**config.mk**
```make
export PLATFORM = sky130hd
export DESIGN_NAME = wdcs_prescaler
export DESIGN_NICKNAME = d
export VERILOG_FILES = /design/src/rtl/wdcs_pkg.sv /design/src/rtl/wdcs_regs.sv /design/src/rtl/wdcs_divider.sv /design/src/rtl/wdcs_wake.sv /design/src/rtl/wdcs_prescaler.sv
export SDC_FILE = /design/constraint.sdc
export NUM_CORES = 1
export LEC_CHECK = 0
export BUFFER_PORTS_ARGS = -buffer_cell sky130_fd_sc_hd__buf_2
export CAP_MARGIN = 20
export CORE_MARGIN = 4
export CORE_UTILIZATION = 38
export DETAILED_ROUTE_END_ITERATION = 8
export GPL_ROUTABILITY_DRIVEN = 1
export PLACE_DENSITY = 0.66
export SLEW_MARGIN = 20
export SYNTH_ARGS = -nofsm -noshare
export SYNTH_HDL_FRONTEND = slang
export SYNTH_SLANG_ARGS = --single-unit
```
**constraint.sdc**
```tcl
create_clock -name clk -period 1.6 [get_ports clk]
set_input_delay 0.08 -clock clk [delete_from_list [all_inputs] [get_ports clk]]
set_output_delay 0.08 -clock clk [all_outputs]
set_load 0.01 [all_outputs]
```
**src/rtl/wdcs_pkg.sv**
```systemverilog
package wdcs_pkg;
    localparam int CODE_W = 3;
    localparam int CNT_W  = CODE_W + 1;

    typedef logic [CODE_W-1:0] code_t;
    typedef logic [CNT_W-1:0]  cnt_t;

    typedef enum logic {TGT_WDOG = 1'b0, TGT_CSENSE = 1'b1} tgt_e;
    typedef enum logic {WAKE_TIMED = 1'b0, WAKE_CYCLIC = 1'b1} wake_e;

    typedef struct packed {
        code_t wd;
        code_t cs;
    } prescale_cfg_t;

    // Reload value (ratio - 1): code 0 -> ratio 1, code k -> ratio 2k
    function automatic cnt_t reload_of(input code_t c);
        if (c == '0) return '0;
        return {c, 1'b0} - cnt_t'(1);
    endfunction
endpackage

```
**src/rtl/wdcs_regs.sv**
```systemverilog
module wdcs_regs
    import wdcs_pkg::*;
#(
    parameter int STAT_W = 8
) (
    input  logic              clk,
    input  logic              rst,
    input  logic              wr_en,
    input  tgt_e              wr_tgt,
    input  code_t             wr_code,
    input  logic [STAT_W-1:0] stat_in,
    output prescale_cfg_t     cfg,
    output logic              rsp_valid,
    output logic [STAT_W-1:0] rsp_data
);
    always_ff @(posedge clk) begin
        if (rst) begin
            cfg       <= '0;
            rsp_valid <= 1'b0;
            rsp_data  <= '0;
        end else begin
            rsp_valid <= wr_en;
            if (wr_en) begin
                rsp_data <= stat_in;
                if (wr_tgt == TGT_CSENSE) cfg.cs <= wr_code;
                else                      cfg.wd <= wr_code;
            end
        end
    end
endmodule

```
**src/rtl/wdcs_divider.sv**
```systemverilog
module wdcs_divider
    import wdcs_pkg::*;
(
    input  logic  clk,
    input  logic  rst,
    input  logic  base_tick,
    input  logic  window_on,
    input  code_t code,
    output logic  tick
);
    cnt_t  cnt;
    code_t eff_code;

    // Outside windowed mode the divider falls back to code 0 (ratio 1)
    assign eff_code = window_on ? code : '0;

    always_ff @(posedge clk) begin
        if (rst) begin
            cnt  <= '0;
            tick <= 1'b0;
        end else begin
            tick <= base_tick && (cnt == '0);
            if (base_tick) begin
                if (cnt == '0) cnt <= reload_of(eff_code);
                else           cnt <= cnt - cnt_t'(1);
            end
        end
    end
endmodule

```
**src/rtl/wdcs_wake.sv**
```systemverilog
module wdcs_wake
    import wdcs_pkg::*;
(
    input  logic              clk,
    input  logic              rst,
    input  logic              lp_enter,
    input  logic              hs_any_on,
    input  logic              ext_bit,
    input  code_t             cs_code,
    output wake_e             mode,
    output logic [CODE_W:0]   interval
);
    assign interval = {ext_bit, cs_code};

    always_ff @(posedge clk) begin
        if (rst)           mode <= WAKE_TIMED;
        else if (lp_enter) mode <= hs_any_on ? WAKE_CYCLIC : WAKE_TIMED;
    end
endmodule

```
**src/rtl/wdcs_prescaler.sv**
```systemverilog
module wdcs_prescaler
    import wdcs_pkg::*;
#(
    parameter int STAT_W = 8
) (
    input  logic              clk,
    input  logic              rst,
    input  logic              wr_en,
    input  logic              wr_sel,
    input  logic [CODE_W-1:0] wr_code,
    input  logic [STAT_W-1:0] wd_status_in,
    output logic              rsp_valid,
    output logic [STAT_W-1:0] rsp_data,
    input  logic              base_tick,
    input  logic              window_mode,
    output logic              wd_tick,
    output logic [CODE_W-1:0] wd_code_o,
    input  logic              ext_cs_bit,
    output logic [CODE_W:0]   cs_interval_o,
    input  logic              lp_enter,
    input  logic              hs_any_on,
    output logic              wake_cyclic
);
    prescale_cfg_t cfg;
    wake_e         wmode;

    wdcs_regs #(.STAT_W(STAT_W)) u_regs (
        .clk       (clk),
        .rst       (rst),
        .wr_en     (wr_en),
        .wr_tgt    (tgt_e'(wr_sel)),
        .wr_code   (wr_code),
        .stat_in   (wd_status_in),
        .cfg       (cfg),
        .rsp_valid (rsp_valid),
        .rsp_data  (rsp_data)
    );

    wdcs_divider u_div (
        .clk       (clk),
        .rst       (rst),
        .base_tick (base_tick),
        .window_on (window_mode),
        .code      (cfg.wd),
        .tick      (wd_tick)
    );

    wdcs_wake u_wake (
        .clk       (clk),
        .rst       (rst),
        .lp_enter  (lp_enter),
        .hs_any_on (hs_any_on),
        .ext_bit   (ext_cs_bit),
        .cs_code   (cfg.cs),
        .mode      (wmode),
        .interval  (cs_interval_o)
    );

    assign wd_code_o   = cfg.wd;
    assign wake_cyclic = (wmode == WAKE_CYCLIC);
endmodule

```
==> results_dict.tcl <==
set metrics [dict create \
    start_util_pct 40.9 \
    combPwrFrac_pct 24.7 \
    synthCells 97 \
    crit_chain "inv_1 > ha_2 > or3b_4 > a211o_1 > a21oi_2" \
    swShare_pct 28.2 \
    final_common_cell "buf_2" \
    internal_power_mw 0.809 \
    regArea_um2 422 \
    area_growth_syn_to_layout_pct 28.9 \
    tritoncts "yes" \
    grt.total_usage_pct 12.1 \
    critPathLaunchType "flop" \
    pwr-share-clk_pct 21.9 \
    async_flop_share_pct 0 \
    synth_edf_count 0 \
    finalSetupViolCount 0 \
    path_max_fanout 6 \
    hold_violations 0 \
    fillers 225 \
    path_class "flop to flop" \
    syn_nets 120 \
    seq_area_frac_synth_pct 45.6 \
    syn_area_um2 922 \
    via_per_inst 4.82 \
    grt_pass1_vias 803 \
    p_leak_nw 0.593 \
    grt_max_degree 24 \
    numCtsBuffers 3 \
    fmax_mhz 648 \
    seqPwrFrac_pct 53.3 \
    grt_remaining_overflow 0 \
    dpl.hpwl_um 1400 \
    slew_headroom_pct 71.0 \
    clock_skew_ns 0.00466 \
    yosys.area.top_type "dfxtp_1" \
    cellPowerDensity_nw_per_um2 948 \
    avgRoutedWirePerCell_um 11.3 \
    drtAntennaViolNets 0 \
    hp-class "primary input to flop" \
    drcViolationCount 0 \
    tns_ns 0 \
    cap_violations 0 \
    die_area_um2 3280 \
    yosys_warnings 0 \
    clkTransAtPathRegs_ns 0.11 \
    synth.top_cell.area_share_pct 45.6 \
    critPathCaptureType "flop" \
    finalPower_mw 1.13 \
    cts_setup_buffers 0 \
    drive_gt1_share_pct 33.8 \
    period_minus_slack_ns 1.54 \
    gp_congestion 0.894 \
    drt_iter0_drc 9 \
    nets 160 \
    whs_ns 0.0144 \
    synth_area_per_cell_um2 9.51 \
    synth-seq-cells 21 \
    top_usage_layer "met2" \
    cts_max_level 1 \
    grtUsageMet1_pct 14.5 \
    die_y_um 57.3 \
    ir_drop_mv 0.638 \
    core.rowCount 17 \
    synthTopCellsByArea "dfxtp_1, mux2i_1, nor2_1" \
    slew_viol_final 0 \
    num_io_pins 38 \
    finalCritPeriodShare_pct 96.5 \
    slowest_delay_ns 0.40 \
    layout_common_cells "buf_2, dfxtp_1, nor2_1" \
    drt_first_pass_iters 3 \
    clk_latency_ns 0.30 \
    cts_buffer_depth 2 \
    gr-usage-met2_pct 20.6 \
    cts_sinks 21 \
    vias 790 \
    arrival_ns 1.78 \
    antenna_found_initial 0 \
    synth-main-ff-cell "dfxtp_1" \
    grt_first_pass_wirelength_um 3220 \
    fin_util_pct 52.7 \
    cts_root_buf "clkbuf_4" \
    grt_use_met3_pct 2.04 \
    dieWidth_um 57.3 \
    crit_required_ns 1.83 \
    wl_um 1860 \
    port_buffers 35 \
    coreArea_um2 2250 \
    cpMaxStageDelayCell "or3b_4" \
    worst_pin_slew_ns 0.435 \
    diodes 0 \
    run_status "finished clean" \
    synth_cell_type_count 29 \
    multi_input_area_um2 455 \
    p_sw_mw 0.318 \
]
worst max-delay path, delay by kind of cell (launching register included):
family / cells / cell delay, ns
compound gates: 2 / 0.44
simple gates: 1 / 0.40
buf+inv: 1 / 0.07
fa+ha+maj: 1 / 0.22
flops: 1 / 0.36
layout make-up:
cell class | count | share of cell area [%]
clock buffer | 3 | 1.89
tap | 28 | 2.95
clock inverter | 1 | 0.421
multi-input combinational | 64 | 38.3
inverter | 7 | 2.21
timing repair buffer | 40 | 18.7
sequential | 21 | 35.5
sequential cells by signal (all words and copies together) (netlist names):
name / flops
u_regs.rsp_data: 8
u_regs.cfg: 6
u_div.cnt: 4
u_div.tick: 1
u_regs.rsp_valid: 1
u_wake.mode: 1
timing repair:
| item | CTS | global route |
|---|---|---|
| setup endpoints to repair | 0 | 1 |
| endpoints found under the hold margin | 4 | 0 |
| hold buffers | 4 | 0 |
| gates resized for setup | 0 | 3 |
cell families (layout without fill, tap and decap cells):
group	after synthesis	count (layout)	share of synthesized area, %
AO/OA/AOI/OAI	14	14	11.8
adder cells (fa/ha/maj)	3	3	4.07
buffers and inverters	12	51	5.56
flip-flops	21	21	45.6
multiplexers	12	12	13.0
AND/OR/NAND/NOR	35	35	19.9
metrics by stage:
step	instance area [µm²]	setup WS (ns)	std cells
finish	1190	0.0557	164
global route	1190	-0.0192	164
CTS	1180	0.0224	164
detailed placement	1110	0.0517	156
global placement	1110	0.120	156
floorplan	922	0.168	97
synth_stat cells, types with 2 or more instances:
cell type / n
nor2_1: 13
or3b_1: 2
a21oi_1: 3
nand3_1: 3
a31oi_1: 2
mux2i_1: 12
nand2_1: 8
buf_2: 2
inv_1: 7
ha_1: 3
clkbuf_1: 2
nor2b_1: 3
dfxtp_1: 21
layer usage:
layer | up-vias | wire (µm)
met5 | - | 0
met4 | 0 | 14
met3 | 2 | 103
met2 | 17 | 931
met1 | 359 | 808
li1 | 412 | -
power groups by stage:
stage / clock, mW / sequential (mW) / combinational, mW
final: 0.247 / 0.601 / 0.279
after global routing: 0.280 / 0.609 / 0.318
after CTS: 0.265 / 0.599 / 0.265
after detailed placement: 0 / 0.610 / 0.257
after global placement: 0 / 0.607 / 0.250
after floorplan: 0 / 0.618 / 0.168
final timing paths:
check                                                 from                          to  slack, ns  cells past startpoint
worst max register to register   u_div.cnt[0]$_SDFFE_PP0P_   u_div.cnt[0]$_SDFFE_PP0P_       0.06                      5
worst min register to register  u_regs.cfg[2]$_SDFFE_PP0P_  u_regs.cfg[2]$_SDFFE_PP0P_       0.46                      2
worst min-delay path                             hs_any_on    u_wake.mode$_SDFFE_PP0P_       0.01                      3
worst max-delay path             u_div.cnt[0]$_SDFFE_PP0P_   u_div.cnt[0]$_SDFFE_PP0P_       0.06                      5
Power figures use the tool's default switching activity.
